**config.mk**
```make
export PLATFORM = sky130hd
export DESIGN_NAME = pio_wr_seq
export DESIGN_NICKNAME = d
export VERILOG_FILES = /design/src/rtl/pio_wr_pkg.sv /design/src/rtl/pio_wr_lut.sv /design/src/rtl/pio_wr_cnt.sv /design/src/rtl/pio_wr_seq.sv
export SDC_FILE = /design/constraint.sdc
export NUM_CORES = 1
export LEC_CHECK = 0
export BUFFER_PORTS_ARGS = -buffer_cell sky130_fd_sc_hd__buf_4
export CORE_MARGIN = 2
export CORE_UTILIZATION = 53
export CTS_CLUSTER_DIAMETER = 150
export DETAILED_ROUTE_END_ITERATION = 10
export PLACE_DENSITY_LB_ADDON = 0.25
export REMOVE_ABC_BUFFERS = 1
export SYNTH_ARGS = -nofsm -noshare
export SYNTH_HDL_FRONTEND = slang
export SYNTH_SLANG_ARGS = --single-unit
export TNS_END_PERCENT = 1
```
**constraint.sdc**
```tcl
create_clock -name clk_i -period 3.7 [get_ports clk_i]
set_input_delay 0.74 -clock clk_i [delete_from_list [all_inputs] [get_ports clk_i]]
set_output_delay 0.74 -clock clk_i [all_outputs]
set_load 0.05 [all_outputs]
```
**src/rtl/pio_wr_pkg.sv**
```systemverilog
package pio_wr_pkg;

  localparam int unsigned NUM_MODES = 5;
  localparam int unsigned MODE_W    = 3;

  typedef enum logic [2:0] {
    ST_IDLE,
    ST_SETUP,
    ST_DATA,
    ST_STRB,
    ST_REC
  } pio_st_e;

  // ns -> cycles, round up, never below one cycle
  function automatic int unsigned ns2cyc(int unsigned ns, int unsigned per);
    int unsigned r;
    r = (ns + per - 1) / per;
    if (r == 0) r = 1;
    return r;
  endfunction

endpackage

```
**src/rtl/pio_wr_lut.sv**
```systemverilog
module pio_wr_lut
  import pio_wr_pkg::*;
#(
  parameter int unsigned CLK_PERIOD_NS = 4,
  parameter int unsigned CNT_W         = 10,
  parameter logic [NUM_MODES-1:0][15:0] SETUP_NS = {16'd5,  16'd10, 16'd15,  16'd20,  16'd30},
  parameter logic [NUM_MODES-1:0][15:0] DATA_NS  = {16'd25, 16'd30, 16'd30,  16'd50,  16'd70},
  parameter logic [NUM_MODES-1:0][15:0] STRB_NS  = {16'd70, 16'd80, 16'd290, 16'd290, 16'd290},
  parameter logic [NUM_MODES-1:0][15:0] REC_NS   = {16'd25, 16'd70, 16'd20,  16'd50,  16'd240},
  parameter logic [NUM_MODES-1:0][15:0] MIN_NS   = {16'd120,16'd180,16'd330, 16'd383, 16'd600}
) (
  input  logic [MODE_W-1:0] mode_i,
  output logic [CNT_W-1:0]  setup_len_o,
  output logic [CNT_W-1:0]  data_len_o,
  output logic [CNT_W-1:0]  strb_len_o,
  output logic [CNT_W-1:0]  rec_len_o
);

  localparam logic [MODE_W-1:0] MODE_MAX = MODE_W'(NUM_MODES - 1);

  logic [NUM_MODES-1:0][CNT_W-1:0] s_tab, d_tab, w_tab, r_tab;

  for (genvar m = 0; m < NUM_MODES; m++) begin : g_mode
    localparam int unsigned S_C   = ns2cyc(int'(SETUP_NS[m]), CLK_PERIOD_NS);
    localparam int unsigned D_C   = ns2cyc(int'(DATA_NS[m]),  CLK_PERIOD_NS);
    localparam int unsigned W_C   = ns2cyc(int'(STRB_NS[m]),  CLK_PERIOD_NS);
    localparam int unsigned R_C   = ns2cyc(int'(REC_NS[m]),   CLK_PERIOD_NS);
    localparam int unsigned M_C   = ns2cyc(int'(MIN_NS[m]),   CLK_PERIOD_NS);
    localparam int unsigned SUM_C = S_C + D_C + W_C + R_C;
    // shortfall against minimum cycle time goes into recovery
    localparam int unsigned RX_C  = (M_C > SUM_C) ? R_C + (M_C - SUM_C) : R_C;
    assign s_tab[m] = CNT_W'(S_C);
    assign d_tab[m] = CNT_W'(D_C);
    assign w_tab[m] = CNT_W'(W_C);
    assign r_tab[m] = CNT_W'(RX_C);
  end

  logic [MODE_W-1:0] idx;
  assign idx = (mode_i > MODE_MAX) ? '0 : mode_i;

  assign setup_len_o = s_tab[idx];
  assign data_len_o  = d_tab[idx];
  assign strb_len_o  = w_tab[idx];
  assign rec_len_o   = r_tab[idx];

endmodule

```
**src/rtl/pio_wr_cnt.sv**
```systemverilog
module pio_wr_cnt #(
  parameter int unsigned CNT_W = 10
) (
  input  logic             clk_i,
  input  logic             rst_ni,
  input  logic             load_i,
  input  logic [CNT_W-1:0] len_i,
  output logic             zero_o
);

  logic [CNT_W-1:0] cnt_q;

  always_ff @(posedge clk_i or negedge rst_ni) begin
    if (!rst_ni)            cnt_q <= '0;
    else if (load_i)        cnt_q <= len_i - CNT_W'(1);
    else if (cnt_q != '0)   cnt_q <= cnt_q - CNT_W'(1);
  end

  assign zero_o = (cnt_q == '0);

  // a zero-length phase would underflow the counter
  p_len_min_r12: assert property (@(posedge clk_i) disable iff (!rst_ni)
    load_i |-> (len_i != '0));

endmodule

```
**src/rtl/pio_wr_seq.sv**
```systemverilog
module pio_wr_seq
  import pio_wr_pkg::*;
#(
  parameter int unsigned CLK_PERIOD_NS = 4,
  parameter int unsigned DATA_W        = 16,
  parameter int unsigned ADDR_W        = 3,
  parameter int unsigned CNT_W         = 10,
  parameter logic [NUM_MODES-1:0][15:0] SETUP_NS = {16'd5,  16'd10, 16'd15,  16'd20,  16'd30},
  parameter logic [NUM_MODES-1:0][15:0] DATA_NS  = {16'd25, 16'd30, 16'd30,  16'd50,  16'd70},
  parameter logic [NUM_MODES-1:0][15:0] STRB_NS  = {16'd70, 16'd80, 16'd290, 16'd290, 16'd290},
  parameter logic [NUM_MODES-1:0][15:0] REC_NS   = {16'd25, 16'd70, 16'd20,  16'd50,  16'd240},
  parameter logic [NUM_MODES-1:0][15:0] MIN_NS   = {16'd120,16'd180,16'd330, 16'd383, 16'd600}
) (
  input  logic              clk_i,
  input  logic              rst_ni,
  input  logic              start_i,
  input  logic [DATA_W-1:0] wdata_i,
  input  logic [ADDR_W-1:0] addr_i,
  input  logic [MODE_W-1:0] mode_i,
  output logic [ADDR_W-1:0] addr_o,
  output logic [DATA_W-1:0] wdata_o,
  output logic              data_oe_o,
  output logic              wr_stb_o,
  output logic              busy_o,
  output logic              done_o
);

  localparam logic [MODE_W-1:0] MODE_MAX = MODE_W'(NUM_MODES - 1);

  pio_st_e           st_q, st_d;
  logic [MODE_W-1:0] mode_q, mode_in, lut_mode;
  logic [ADDR_W-1:0] addr_q;
  logic [DATA_W-1:0] data_q;
  logic              done_q, done_d;
  logic              load, zero;
  logic [CNT_W-1:0]  len;
  logic [CNT_W-1:0]  s_len, d_len, w_len, r_len;
  logic              accept;

  assign mode_in  = (mode_i > MODE_MAX) ? '0 : mode_i;
  assign lut_mode = (st_q == ST_IDLE) ? mode_in : mode_q;
  assign accept   = (st_q == ST_IDLE) && start_i;

  pio_wr_lut #(
    .CLK_PERIOD_NS(CLK_PERIOD_NS),
    .CNT_W        (CNT_W),
    .SETUP_NS     (SETUP_NS),
    .DATA_NS      (DATA_NS),
    .STRB_NS      (STRB_NS),
    .REC_NS       (REC_NS),
    .MIN_NS       (MIN_NS)
  ) u_lut (
    .mode_i     (lut_mode),
    .setup_len_o(s_len),
    .data_len_o (d_len),
    .strb_len_o (w_len),
    .rec_len_o  (r_len)
  );

  pio_wr_cnt #(.CNT_W(CNT_W)) u_cnt (
    .clk_i (clk_i),
    .rst_ni(rst_ni),
    .load_i(load),
    .len_i (len),
    .zero_o(zero)
  );

  always_comb begin
    st_d   = st_q;
    load   = 1'b0;
    len    = s_len;
    done_d = 1'b0;
    unique case (st_q)
      ST_IDLE:  if (start_i) begin st_d = ST_SETUP; load = 1'b1; len = s_len; end
      ST_SETUP: if (zero)    begin st_d = ST_DATA;  load = 1'b1; len = d_len; end
      ST_DATA:  if (zero)    begin st_d = ST_STRB;  load = 1'b1; len = w_len; end
      ST_STRB:  if (zero)    begin st_d = ST_REC;   load = 1'b1; len = r_len; end
      ST_REC:   if (zero)    begin st_d = ST_IDLE;  done_d = 1'b1;           end
      default:               st_d = ST_IDLE;
    endcase
  end

  always_ff @(posedge clk_i or negedge rst_ni) begin
    if (!rst_ni) begin
      st_q   <= ST_IDLE;
      done_q <= 1'b0;
    end else begin
      st_q   <= st_d;
      done_q <= done_d;
    end
  end

  // captured on acceptance only; busy starts are dropped
  always_ff @(posedge clk_i or negedge rst_ni) begin
    if (!rst_ni) begin
      mode_q <= '0;
      addr_q <= '0;
      data_q <= '0;
    end else if (accept) begin
      mode_q <= mode_in;
      addr_q <= addr_i;
      data_q <= wdata_i;
    end
  end

  assign addr_o    = addr_q;
  assign wdata_o   = data_q;
  assign busy_o    = (st_q != ST_IDLE);
  assign data_oe_o = (st_q == ST_DATA) || (st_q == ST_STRB);
  assign wr_stb_o  = (st_q == ST_STRB);
  assign done_o    = done_q;

  p_accept_r2: assert property (@(posedge clk_i) disable iff (!rst_ni)
    (start_i && !busy_o) |=> busy_o);

  p_hold_r8: assert property (@(posedge clk_i) disable iff (!rst_ni)
    (busy_o && $past(busy_o)) |-> ($stable(wdata_o) && $stable(addr_o)));

  p_bus_first_r4: assert property (@(posedge clk_i) disable iff (!rst_ni)
    $rose(wr_stb_o) |-> $past(data_oe_o));

  p_stb_oe_r5: assert property (@(posedge clk_i) disable iff (!rst_ni)
    wr_stb_o |-> data_oe_o);

  p_oe_off_r6: assert property (@(posedge clk_i) disable iff (!rst_ni)
    $fell(data_oe_o) |-> $fell(wr_stb_o));

  p_done_idle_r7: assert property (@(posedge clk_i) disable iff (!rst_ni)
    done_o |-> !busy_o);

  p_done_pulse_r7: assert property (@(posedge clk_i) disable iff (!rst_ni)
    done_o |=> !done_o);

endmodule

```
Yosys cells after proc, flatten, opt, wreduce, memory -nomap -nowiden
Memory sizes are Yosys's and may differ from the RTL's.
Index checks and enable logic that the tools add are counted.
{"block": "op_classes", "add_sub_neg": 2, "mul": 0, "div": 0, "order_cmp": 3, "eq_ne": 9, "shifts": 0, "muxes": 23, "bitwise_logic": 0, "reduce_logical": 9}
{"op": "two-way mux 10 bit", "count": 9}
{"op": "one-hot mux 10 bit (3 select lines)", "count": 1}
{"op": "two-way mux 3 bit", "count": 8}
{"op": "subtractor 10 x 1 -> 10 bit, second input constant", "count": 2}
{"op": "one-hot mux 3 bit (5 select lines)", "count": 1}
{"op": "logical NOT 10 bit", "count": 1}
{"op": "nonzero test 10 bit", "count": 1}
{"op": "!= test 2 x 1 -> 1 bit, second input constant", "count": 4}
{"op": "equality test 3 x 2 -> 1 bit, second input constant", "count": 2}
{"op": "> comparator 3 bit, second input constant", "count": 2}
{"op": "AND reduction 5 bit", "count": 1}
{"op": "less-than comparator 3 x 4 -> 1 bit, second input constant", "count": 1}
{"op": "equality test 3 x 1 -> 1 bit, second input constant", "count": 1}
{"op": "equality test 3 bit, second input constant", "count": 1}
{"op": "logical NOT 3 bit", "count": 1}
{"op": "two-way mux 1 bit", "count": 3}
{"op": "nonzero test 3 bit", "count": 1}
{"op": "OR reduction 3 bit", "count": 1}
{"op": "!= test 2 bit, second input constant", "count": 1}
{"op": "one-hot mux 1 bit (2 select lines)", "count": 1}
{"op": "nonzero test 2 bit", "count": 1}
{"op": "logical AND 1 bit", "count": 1}
{"op": "logical OR 1 bit", "count": 1}
{"block": "word_totals", "register_bits": 36, "latchBits": 0, "mem_bits_rw": 0, "rom_bits": 320, "in_bits": 25, "output_inout_bits": 23, "word_cells": 56, "mem_count": 4}
{"memory": "(no name shown)", "words": 8, "word_bits": 10, "read_ports": 1, "rd_clocked_by_memory_dff": 0, "write_ports": 0, "line": "pio_wr_lut.sv:43", "rtl": "assign strb_len_o = w_tab[idx];"}
{"memory": "(no name shown)", "words": 8, "word_bits": 10, "read_ports": 1, "rd_clocked_by_memory_dff": 0, "write_ports": 0, "line": "pio_wr_lut.sv:41", "rtl": "assign setup_len_o = s_tab[idx];"}
{"memory": "(no name shown)", "words": 8, "word_bits": 10, "read_ports": 1, "rd_clocked_by_memory_dff": 0, "write_ports": 0, "line": "pio_wr_lut.sv:44", "rtl": "assign rec_len_o = r_tab[idx];"}
{"memory": "(no name shown)", "words": 8, "word_bits": 10, "read_ports": 1, "rd_clocked_by_memory_dff": 0, "write_ports": 0, "line": "pio_wr_lut.sv:42", "rtl": "assign data_len_o = d_tab[idx];"}

Logic depth before layout (Yosys ltp)
Gate-level depths: netlist (run 1).
{"block": "logic_depth", "depth_word": 11, "ltp_mapped": 13}

Cells and area by module
Synthesis (run 1) repeated with hierarchy kept, for this count alone.
{"block": "unflattened", "hier_cells": 306, "area_unflattened_um2": 2872.8}
{"module": "pio_wr_seq", "n_inst": 1, "cells_per_inst": 180, "area_per_inst_um2": 1756.7, "seq_area_each_um2": 650.6}
{"module": "pio_wr_cnt", "n_inst": 1, "cells_per_inst": 76, "area_per_inst_um2": 743.2, "seq_area_each_um2": 250.2}
{"module": "pio_wr_lut", "n_inst": 1, "cells_per_inst": 50, "area_per_inst_um2": 372.9, "seq_area_each_um2": 0.0}

Worst setup path after synthesis (run 1)
Ideal clock, no wire load.
{"block": "synth_path", "path_type": "input port to flip-flop", "start": "input port mode_i[2]", "end": "register u_cnt.cnt_q[9]", "t_arrival_ns": 2.975, "slack_ns": 0.603, "stages": 11, "cell_sequence": "nand2b_1 -> mux2_2 -> inv_1 -> ha_1 -> nor2_1 -> a31oi_1 -> nor3_1 -> or3_4 -> a211o_1 -> or4_1 -> a32o_1"}
{"block": "synth_between", "elab_chain_cells": 11}
{"element": "start, declared", "line": "pio_wr_seq.sv:19", "rtl": "input logic [MODE_W-1:0] mode_i,"}
{"element": "> comparator 3 bit", "line": "pio_wr_seq.sv:40", "rtl": "assign mode_in = (mode_i > MODE_MAX) ? '0 : mode_i;"}
{"element": "two-way mux 3 bit *", "line": "pio_wr_seq.sv:40"}
{"element": "two-way mux 3 bit *", "line": "pio_wr_seq.sv:41", "rtl": "assign lut_mode = (st_q == ST_IDLE) ? mode_in : mode_q;"}
{"element": "> comparator 3 bit", "line": "pio_wr_lut.sv:39", "rtl": "assign idx = (mode_i > MODE_MAX) ? '0 : mode_i;"}
{"element": "two-way mux 3 bit *", "line": "pio_wr_lut.sv:39"}
{"element": "memory read (8 x 10 bit) (on tied branches)"}
{"element": "two-way mux 10 bit (on tied branches)"}
{"element": "two-way mux 10 bit (on tied branches)", "line": "pio_wr_seq.sv:77, pio_wr_seq.sv:75, pio_wr_seq.sv:76"}
{"element": "one-hot mux 10 bit (3 select lines) *", "line": "pio_wr_seq.sv:73", "rtl": "unique case (st_q)"}
{"element": "subtractor 10 x 1 -> 10 bit *", "line": "pio_wr_cnt.sv:15", "rtl": "else if (load_i) cnt_q <= len_i - CNT_W'(1);"}
{"element": "two-way mux 10 bit *", "line": "pio_wr_cnt.sv:15"}
{"element": "end signal, assigned", "line": "pio_wr_cnt.sv:15"}
{"element": "end signal, assigned", "line": "pio_wr_cnt.sv:16", "rtl": "else if (cnt_q != '0) cnt_q <= cnt_q - CNT_W'(1);"}
{"element": "end, declared", "line": "pio_wr_cnt.sv:11", "rtl": "logic [CNT_W-1:0] cnt_q;"}
Mark *: on every way between the ends. The rest lies on a longest branch, timed or not. The select of a mux whose other input is x is not followed.
A chain may end at the register's enable or synchronous reset.

Worst setup path in the final report (run 1)
{"block": "layout_path", "start": "register st_q[2]", "end": "register u_cnt.cnt_q[9]"}
{"block": "layout_between", "elab_chain_cells": 10}
{"element": "start, declared", "line": "pio_wr_seq.sv:30", "rtl": "pio_st_e st_q, st_d;"}
{"element": "start signal, assigned", "line": "pio_wr_seq.sv:88", "rtl": "st_q <= st_d;"}
{"element": "logical NOT 3 bit", "line": "pio_wr_seq.sv:41, pio_wr_seq.sv:73"}
{"element": "two-way mux 3 bit", "line": "pio_wr_seq.sv:41"}
{"element": "> comparator 3 bit", "line": "pio_wr_lut.sv:39"}
{"element": "two-way mux 3 bit", "line": "pio_wr_lut.sv:39"}
{"element": "memory read (8 x 10 bit) (on tied branches)"}
{"element": "two-way mux 10 bit (on tied branches)"}
{"element": "two-way mux 10 bit (on tied branches)", "line": "pio_wr_seq.sv:77, pio_wr_seq.sv:75, pio_wr_seq.sv:76"}
{"element": "one-hot mux 10 bit (3 select lines)", "line": "pio_wr_seq.sv:73"}
{"element": "subtractor 10 x 1 -> 10 bit", "line": "pio_wr_cnt.sv:15"}
{"element": "two-way mux 10 bit", "line": "pio_wr_cnt.sv:15"}
Parallel ways exist; a longest one is shown, timed or not. The select of a mux whose other input is x is not followed.

==> results of run 1 <==
[sequential cells by signal (all words and copies together), names as in the netlist]
register	flops
addr_o	3
u_cnt.cnt_q	10
wdata_o	16
st_q	3
mode_q	3
done_o	1
[cells in the final DEF (no fill, tap or decap), drive strengths merged, types with 3 or more instances in the layout]
| master | count |
|---|---|
| buf | 55 |
| a31oi | 3 |
| nand2 | 79 |
| inv | 6 |
| clkbuf | 5 |
| nor2 | 19 |
| ha | 5 |
| mux2i | 3 |
| nor2b | 4 |
| nand3 | 5 |
| xnor2 | 3 |
| o21a | 3 |
| nand2b | 5 |
| a21oi | 4 |
| dfrtp | 36 |
| nor3 | 11 |
| o21ai | 9 |
[worst max path at each step]
| stage | start | endpoint | slack, ns | cells past startpoint |
|---|---|---|---|---|
| 2_1_floorplan | start_i | u_cnt.cnt_q[9] | -0.97 | 7 |
| 3_3_place_gp | mode_i[2] | u_cnt.cnt_q[9] | 0.35 | 12 |
| 3_5_place_dp | mode_i[2] | u_cnt.cnt_q[9] | 0.31 | 12 |
| 4_1_cts | st_q[2] | u_cnt.cnt_q[9] | 0.42 | 11 |
| 5_1_grt | st_q[2] | u_cnt.cnt_q[9] | 0.24 | 11 |
| 6_report | st_q[2] | u_cnt.cnt_q[9] | 0.41 | 11 |
[worst max-delay path, stage by stage (launching register included)]
cell	delay, ns
dfrtp_1	0.39
nor3_2	0.37
mux2_2	0.41
inv_1	0.08
ha_1	0.24
nor2_1	0.08
a31oi_1	0.16
nor3_1	0.09
or3_4	0.41
a211o_1	0.27
or4_1	0.40
a32o_1	0.26
[metrics by stage]
stage | power [mW] | std cells | TNS, ns | cell area (sq um) | worst slack, ns
final | 2.23 | 340 | 0 | 2530 | 0.410
after detailed placement | 1.94 | 332 | 0 | 2430 | 0.313
after floorplan | 1.58 | 229 | -5.61 | 1960 | -0.968
after CTS | 2.24 | 340 | 0 | 2530 | 0.424
after global routing | 2.39 | 340 | 0 | 2530 | 0.237
after global placement | 1.93 | 332 | 0 | 2430 | 0.347
[cell families after synthesis]
family,synth area share
simple gates,0.311
compound gates,0.129
flops,0.449
buf+inv,0.0362
mux,0.0262
fa+ha+maj,0.0312
xor+xnor,0.0175
[power breakdown]
part | total [mW] | internal [mW] | switching, mW
Clock | 0.287 | 0.133 | 0.154
Combinational | 1.25 | 0.453 | 0.795
Sequential | 0.693 | 0.567 | 0.126
[per-layer routing]
layer  vias to the layer above  share of wire  wire length (microns)
li1                        911              -                      -
met3                         7          0.060                    274
met1                       888           0.45                   2060
met5                         -              0                      0
met2                        52           0.47                   2140
met4                         0          0.013                     57
[area by class of cell]
class | instances | area, sq um
multi-input combinational | 187 | 1040
tap | 48 | 60.1
sequential | 36 | 901
clock buffer | 5 | 68.8
fill | 288 | 1130
inverter | 6 | 22.5
timing repair buffer | 55 | 413
clock inverter | 3 | 23.8
==> out/metrics.cfg, run 1 <==
[critical_path]
r2r-end=u_cnt.cnt_q[9]
criticalPathCategory=reg2reg
r2r-start=st_q[2]
worstPathArrival_ns=3.48
r2r_cells=11
regToRegSetupSlack_ns=0.41
start_kind=register
endpoint_kind=register
worstPathRequired_ns=3.89
critPathMaxFanout=5

[global_routing]
met1_usage=0.333
grtUsageMet3=0.0548
use_met2=0.378
grt_max_degree=37
antenna_found_initial=0
grt_pass1_wl_microns=7890
gr-total-overflow=0
grt_pass1_vias=1750
grt_usage=0.241
grt_busiest_layer=met2

[pwr]
power.density_nw_per_um2=882
leakagePower_nw=1.25
ir_drop_mv=0.647

[drt]
via_count=1858
ant_nets=0
routedWlPerCell_microns=13.3
firstDrtPassIters=4
avgViaCountPerCell=5.46
wl_microns=4540
drt_iter0_markers=110
route.detailed.drc=0

[die]
io_pins=48
num_rows=22
die_w_microns=65.5
start_util=0.548
fp.dieH_microns=65.5
dieArea_sq_um=4290
core-area_sq_um=3660

[layout]
num_antenna_cells=0
utilization=0.690
synthToLayoutAreaGrowth_pct=26.0
drive_above_1_share=0.247
final_nets=321

[synthesis]
synthCells=241
yosysWarnings=0
ys_ff_latch=36
synth_edf_count=0
yosysMostFrequentCell=nand2_1
yosysUniqueCellTypes=48
synthTopCellsByCount=nand2_1, dfrtp_1, nor2_1, nor3_1, o21ai_0
synth.largest_area_cell=dfrtp_1
syn-mean-instance-area_sq_um=8.32
seq_area_frac_synth=0.449
synth_top_flop_cell=dfrtp_1
netlist.area_leader.share=0.449
synth-async-reset-ratio=1.00
synth.area.top_cells=dfrtp_1, nand2_1, nor2_1
netlist_area_sq_um=2010

[sta]
worst_pin_slew_ns=0.826
relSlewSlack=0.445
finalClockSkew_ns=0.00578
rsz0062_at_grt=no
setup_violations=0
finalHoldViolations=0
fin_crit_ns=3.29
maxSlewViolCount=0
fin_crit_sh=0.889
fin_hold_ws_ns=0.376
max_freq_mhz=304

[clocking]
clkLatencyLatePin_ns=0.30
cts_hold_buf=0
cts_root_buffer=clkbuf_8
cts_sinks=36
cts_tree=done
cts_setup_buffers=0
path_clk_slew_ns=0.08
clockBufferDepth=2
htreeDepth=2
cts_inserted_buffers=5
post_cts_resized=0

[status]
run_status=completed

[placed_design]
io_buffer_count=47
dpl.hpwl_microns=3220
place.gp.congestion=0.919

[job]
maxCapViolCount=0

[hold_path]
hold_class=in2async

Note: power is estimated with default switching activity, not from simulation.
==> inputs of run 2 (changes only) <==
--- a/config.mk
+++ b/config.mk
@@ -7,7 +7,7 @@
 export LEC_CHECK = 0
 export BUFFER_PORTS_ARGS = -buffer_cell sky130_fd_sc_hd__buf_4
 export CORE_MARGIN = 2
-export CORE_UTILIZATION = 53
+export CORE_UTILIZATION = 57
 export CTS_CLUSTER_DIAMETER = 150
 export DETAILED_ROUTE_END_ITERATION = 10
 export PLACE_DENSITY_LB_ADDON = 0.25
==> constraint.sdc (replaced) <==
create_clock -name clk_i -period 3.95 [get_ports clk_i]
set_input_delay 0.79 -clock clk_i [delete_from_list [all_inputs] [get_ports clk_i]]
set_output_delay 0.79 -clock clk_i [all_outputs]
set_load 0.05 [all_outputs]
==> out/metrics.cfg, run 2 (synthesized netlist as in run 1, its figures left out) <==
[sta]
setup_slack_ns=0.611  ; +0.201 ns
maxSlewViolCount=0  ; unchanged
fin_hold_ws_ns=0.366  ; -0.00910 ns
worst_pin_slew_ns=0.868  ; +0.0420 ns
finalHoldViolations=0  ; unchanged
rsz0062_at_grt=no
fin_setup_tns_ns=0  ; unchanged
max_freq_mhz=299  ; -1.5%
setup_violations=0  ; unchanged
relSlewSlack=0.417  ; -0.0282
finalClockSkew_ns=0.00994  ; +0.00416 ns
fin_crit_ns=3.34  ; +0.0493 ns
fin_crit_sh=0.845  ; -0.0438

[clocking]
cts_tree=done
post_cts_resized=0  ; unchanged
cts_root_buffer=clkbuf_4
cts_sinks=36  ; unchanged
path_clk_slew_ns=0.11  ; +0.03 ns
htreeDepth=2  ; unchanged
clockBufferDepth=2  ; unchanged
cts_inserted_buffers=5  ; unchanged
clkLatencyLatePin_ns=0.35  ; +0.05 ns
cts_hold_buf=0  ; unchanged
cts_setup_buffers=0  ; unchanged

[pwr]
ir_drop_mv=0.505  ; -22%
power.density_nw_per_um2=810  ; -8.1%
power.internal_mw=1.03  ; -11%
switching_share=0.487  ; +0.00464
pwr-share-comb=0.574  ; +0.014
p_sw_mw=0.980  ; -8.9%
p_clk_frac=0.106  ; -0.023
p_seq_frac=0.320  ; +0.009
leakagePower_nw=1.24  ; -0.82%
total_power_mw=2.01  ; -9.7%

[layout]
layout.cells.most_common=nand2_1
final_area_sq_um=2480  ; -1.8%
fill_cells=275  ; -4.5%
num_antenna_cells=0  ; unchanged
utilization=0.738  ; +0.0477
largest_reg_flops=16  ; unchanged
multi_input_area_sq_um=1040  ; unchanged
drive_above_1_share=0.241  ; -0.00520
synthToLayoutAreaGrowth_pct=23.8
mostFrequentLayoutCells=nand2_1, buf_4, dfrtp_1
final_nets=319  ; -0.62%
regArea_sq_um=901  ; unchanged
instances_no_fill=336  ; -1.2%

[placed_design]
dp.cells=328  ; -1.2%
dpl.hpwl_microns=3160  ; -1.9%
io_buffer_count=47  ; unchanged
post_dp_cell_area_sq_um=2420  ; -0.72%
place.gp.congestion=0.938  ; +2.0%
pre_cts_slack_ns=0.508  ; +0.194 ns

[die]
fp.dieH_microns=63.3  ; -3.4%
dieArea_sq_um=4010  ; -6.6%
die_w_microns=63.3  ; -3.4%
core-area_sq_um=3360  ; -8.1%
io_pins=48  ; unchanged
start_util=0.596  ; +0.0485
num_rows=21  ; -4.5%

[critical_path]
criticalPathCategory=reg2reg
critPathMaxFanout=5  ; unchanged
crit_cells=11  ; unchanged
r2r_cells=11  ; unchanged
endpoint_kind=register
worstPathCellList=nor3_2 > mux2_2 > inv_1 > ha_1 > nor2b_1 > a21oi_1 > a31oi_1 > o32ai_2 > nand3_1 > or4_1 > a32o_1
cpMaxStageDelayCell=or4_1
cp_num_buf_inv=1  ; unchanged
cpLargestDelayFamily=simple AND/OR/NAND/NOR gates
worstPathRequired_ns=4.20  ; +0.31 ns
slowest_delay_ns=0.52  ; +0.11 ns
worstPathArrival_ns=3.59  ; +0.11 ns
start_kind=register

[drt]
firstDrtPassIters=4  ; unchanged
ant_nets=0  ; unchanged
route.detailed.drc=0  ; unchanged
routedWlPerCell_microns=13.0  ; -2.6%
avgViaCountPerCell=5.46  ; about the same
wl_microns=4370  ; -3.7%
drt_iter0_markers=80  ; -27%
via_count=1836  ; -1.2%

[global_routing]
grt_max_degree=37  ; unchanged
grt_pass1_wl_microns=7850  ; -0.43%
grt_usage=0.249  ; +0.00752
gr-total-overflow=0  ; unchanged
antenna_found_initial=0  ; unchanged
grt_pass1_vias=1769  ; +1.1%

[job]
maxCapViolCount=0  ; unchanged

[status]
run_status=completed

[hold_path]
hold_class=in2async

==> run 2: final timing paths <==
kind / start / to / slack, ns
worst max-delay path: st_q[2] / u_cnt.cnt_q[9] / 0.61
worst min-delay path: rst_ni / u_cnt.cnt_q[7] / 0.37
worst max register to register: st_q[2] / u_cnt.cnt_q[9] / 0.61
worst min register to register: wdata_o[11] / wdata_o[11] / 0.49
max in group asynchronous: rst_ni / wdata_o[12] / 3.27
min in group clk_i: wdata_o[11] / wdata_o[11] / 0.49
==> run 2: power groups by stage <==
stage / Combinational (mW) / Clock (mW) / Sequential (mW)
after CTS: 1.16 / 0.220 / 0.643
final: 1.15 / 0.213 / 0.644
after global placement: 1.13 / 0 / 0.644
after floorplan: 0.519 / 0 / 0.962
after global routing: 1.26 / 0.237 / 0.666
after detailed placement: 1.15 / 0 / 0.648
==> run 2: layer usage <==
layer / GRT usage / wire [microns] / up-vias
met5: 0 / 0 / -
met4: 0.0842 / 91 / 0
met3: 0.0839 / 292 / 14
met2: 0.392 / 2080 / 64
met1: 0.322 / 1910 / 849
li1: - / - / 909
==> run 2: final cells by class <==
cell class                      instances  share of cell area
Multi-Input combinational cell        187               0.418
Sequential cell                        36               0.363
Timing Repair Buffer                   53               0.160
Tap cell                               46              0.0232
Clock buffer                            6              0.0207
Inverter                                6             0.00907
Clock inverter                          2             0.00554
==> inputs of run 3 (changes only) <==
--- a/config.mk
+++ b/config.mk
@@ -7,7 +7,7 @@
 export LEC_CHECK = 0
 export BUFFER_PORTS_ARGS = -buffer_cell sky130_fd_sc_hd__buf_4
 export CORE_MARGIN = 2
-export CORE_UTILIZATION = 57
+export CORE_UTILIZATION = 53
 export CTS_CLUSTER_DIAMETER = 150
 export DETAILED_ROUTE_END_ITERATION = 10
 export PLACE_DENSITY_LB_ADDON = 0.25
==> constraint.sdc (replaced) <==
create_clock -name clk_i -period 3.1 [get_ports clk_i]
set_input_delay 0.62 -clock clk_i [delete_from_list [all_inputs] [get_ports clk_i]]
set_output_delay 0.62 -clock clk_i [all_outputs]
set_load 0.05 [all_outputs]
==> out/metrics.cfg, run 3 (synthesized netlist as in run 1, its figures left out) <==
[global_routing]
grt_pass1_vias=1833  ; +3.6%
grt_pass1_wl_microns=8480  ; +8.0%
gr-total-overflow=0  ; unchanged
grt_max_degree=37  ; unchanged
antenna_found_initial=0  ; unchanged
grt_usage=0.258  ; +0.00974

[critical_path]
worstPathArrival_ns=3.20  ; -0.39 ns
worstPathRequired_ns=3.27  ; -0.93 ns
cpLargestDelayFamily=simple AND/OR/NAND/NOR gates
cp_num_buf_inv=2  ; +1
critPathMaxFanout=4  ; -1
endpoint_kind=register
cpMaxStageDelayCell=or4_1
start_kind=register
worstPathCellList=nor3_4 > buf_6 > o21a_4 > buf_4 > ha_1 > nand2b_1 > a31oi_1 > nor3_2 > or3_4 > a211o_1 > or4_1 > a32o_1
criticalPathCategory=reg2reg
slowest_delay_ns=0.46  ; -0.06 ns

[layout]
fill_cells=302  ; +9.8%
layout.cells.most_common=nand2_1
synthToLayoutAreaGrowth_pct=32.9
multi_input_area_sq_um=1080  ; +4.0%
mostFrequentLayoutCells=nand2_1, buf_4, dfrtp_1
drive_above_1_share=0.289  ; +0.0477
num_antenna_cells=0  ; unchanged
largest_reg_flops=16  ; unchanged
regArea_sq_um=901  ; unchanged
final_nets=331  ; +3.8%

[placed_design]
place.gp.congestion=0.946  ; +0.85%
pre_cts_slack_ns=-0.119  ; -0.627 ns
io_buffer_count=47  ; unchanged
dpl.hpwl_microns=3430  ; +8.7%

[sta]
fin_crit_sh=0.979  ; +0.133
fin_crit_ns=3.03  ; -0.306 ns
setup_slack_ns=0.0666  ; -0.544 ns
finalClockSkew_ns=0.00464  ; -0.00530 ns
rsz0062_at_grt=yes
max_freq_mhz=330  ; +10%
worst_pin_slew_ns=0.501  ; -0.367 ns
finalHoldViolations=0  ; unchanged
maxSlewViolCount=0  ; unchanged
relSlewSlack=0.665  ; +0.248
setup_violations=0  ; unchanged

[pwr]
leakagePower_nw=1.31  ; +6.1%
power.density_nw_per_um2=1060  ; +31%
total_power_mw=2.83  ; +41%
ir_drop_mv=0.686  ; +36%

[clocking]
clockBufferDepth=2  ; unchanged
clkLatencyLatePin_ns=0.28  ; -0.07 ns
cts_root_buffer=clkbuf_8
cts_sinks=36  ; unchanged
cts_hold_buf=0  ; unchanged
cts_inserted_buffers=5  ; unchanged
cts_tree=done
path_clk_slew_ns=0.07  ; -0.04 ns
htreeDepth=2  ; unchanged

[die]
start_util=0.548  ; -0.0485
die_w_microns=65.5  ; +3.5%
dieArea_sq_um=4290  ; +7.1%
num_rows=22  ; +4.8%
io_pins=48  ; unchanged
fp.dieH_microns=65.5  ; +3.5%
core-area_sq_um=3660  ; +8.9%

[drt]
via_count=1857  ; +1.1%
wl_microns=4800  ; +9.9%
drt_iter0_markers=173  ; +120%
ant_nets=0  ; unchanged
routedWlPerCell_microns=13.8  ; +5.8%
avgViaCountPerCell=5.32  ; -2.6%
route.detailed.drc=0  ; unchanged
firstDrtPassIters=4  ; unchanged

[status]
run_status=completed

[job]
maxCapViolCount=0  ; unchanged

[hold_path]
hold_class=in2async

[run 3: changes by cell type in the layout (fill, tap and decap cells not counted), moves of 2 or more]
cell | before | now
clkbuf_4 | 5 | 0
buf_4 | 53 | 63
clkbuf_8 | 1 | 7
inv_1 | 6 | 4
[run 3: power by group]
part / total (mW) / switching, mW / internal (mW)
registers: 0.833 / 0.155 / 0.678
logic: 1.65 / 1.01 / 0.639
clock network: 0.352 / 0.154 / 0.198
[run 3: area by class of cell]
cell class / count / share of cell area
clock buffer: 7 / 0.0361
timing repair buffer: 65 / 0.189
multi-input combinational: 187 / 0.405
inverter: 6 / 0.00939
sequential: 36 / 0.338
tap: 48 / 0.0225
[run 3: timing repair]
action,4_1_cts,5_1_grt
gates cloned,0,0
setup buffers,0,2
gates resized for setup,1,12
pin swaps,0,6
setup endpoints to repair,1,3
[run 3: metrics by stage]
step	cells	utilization	setup TNS (ns)	instance area, sq um	hold WS (ns)
floorplan	229	-	-12.33	1960	0.324
global placement	340	0.685	-0.0597	2510	0.458
detailed placement	340	0.685	-0.174	2510	0.472
CTS	347	0.713	0	2610	0.296
global route	349	0.728	-0.0450	2670	0.308
finish	349	0.728	0	2670	0.281
[run 3: routing by layer]
layer	track usage	up-vias	routed length, microns
met5	0	-	0
met4	0.0859	0	48
met3	0.0497	5	275
met2	0.421	56	2350
met1	0.348	871	2120
li1	-	925	-
[run 3: final timing paths]
check / to / slack (ns) / from / depth (start not counted)
worst max-delay path: u_cnt.cnt_q[9] / 0.07 / st_q[1] / 12
worst min-delay path: wdata_o[2] / 0.28 / rst_ni / 1
worst max register to register: u_cnt.cnt_q[9] / 0.07 / st_q[1] / 12
worst min register to register: wdata_o[13] / 0.48 / wdata_o[13] / 2
max in group asynchronous: u_cnt.cnt_q[4] / 2.50 / rst_ni / 1
min in group clk_i: wdata_o[13] / 0.48 / wdata_o[13] / 2
[run 3: worst reg2reg max path, stage by stage, from the launching register on]
cell and delay (ns):
dfrtp_1 0.41, nor3_4 0.28, buf_6 0.15, o21a_4 0.14, buf_4 0.10, ha_1 0.16
nand2b_1 0.07, a31oi_1 0.20, nor3_2 0.07, or3_4 0.39, a211o_1 0.25, or4_1 0.46
a32o_1 0.23
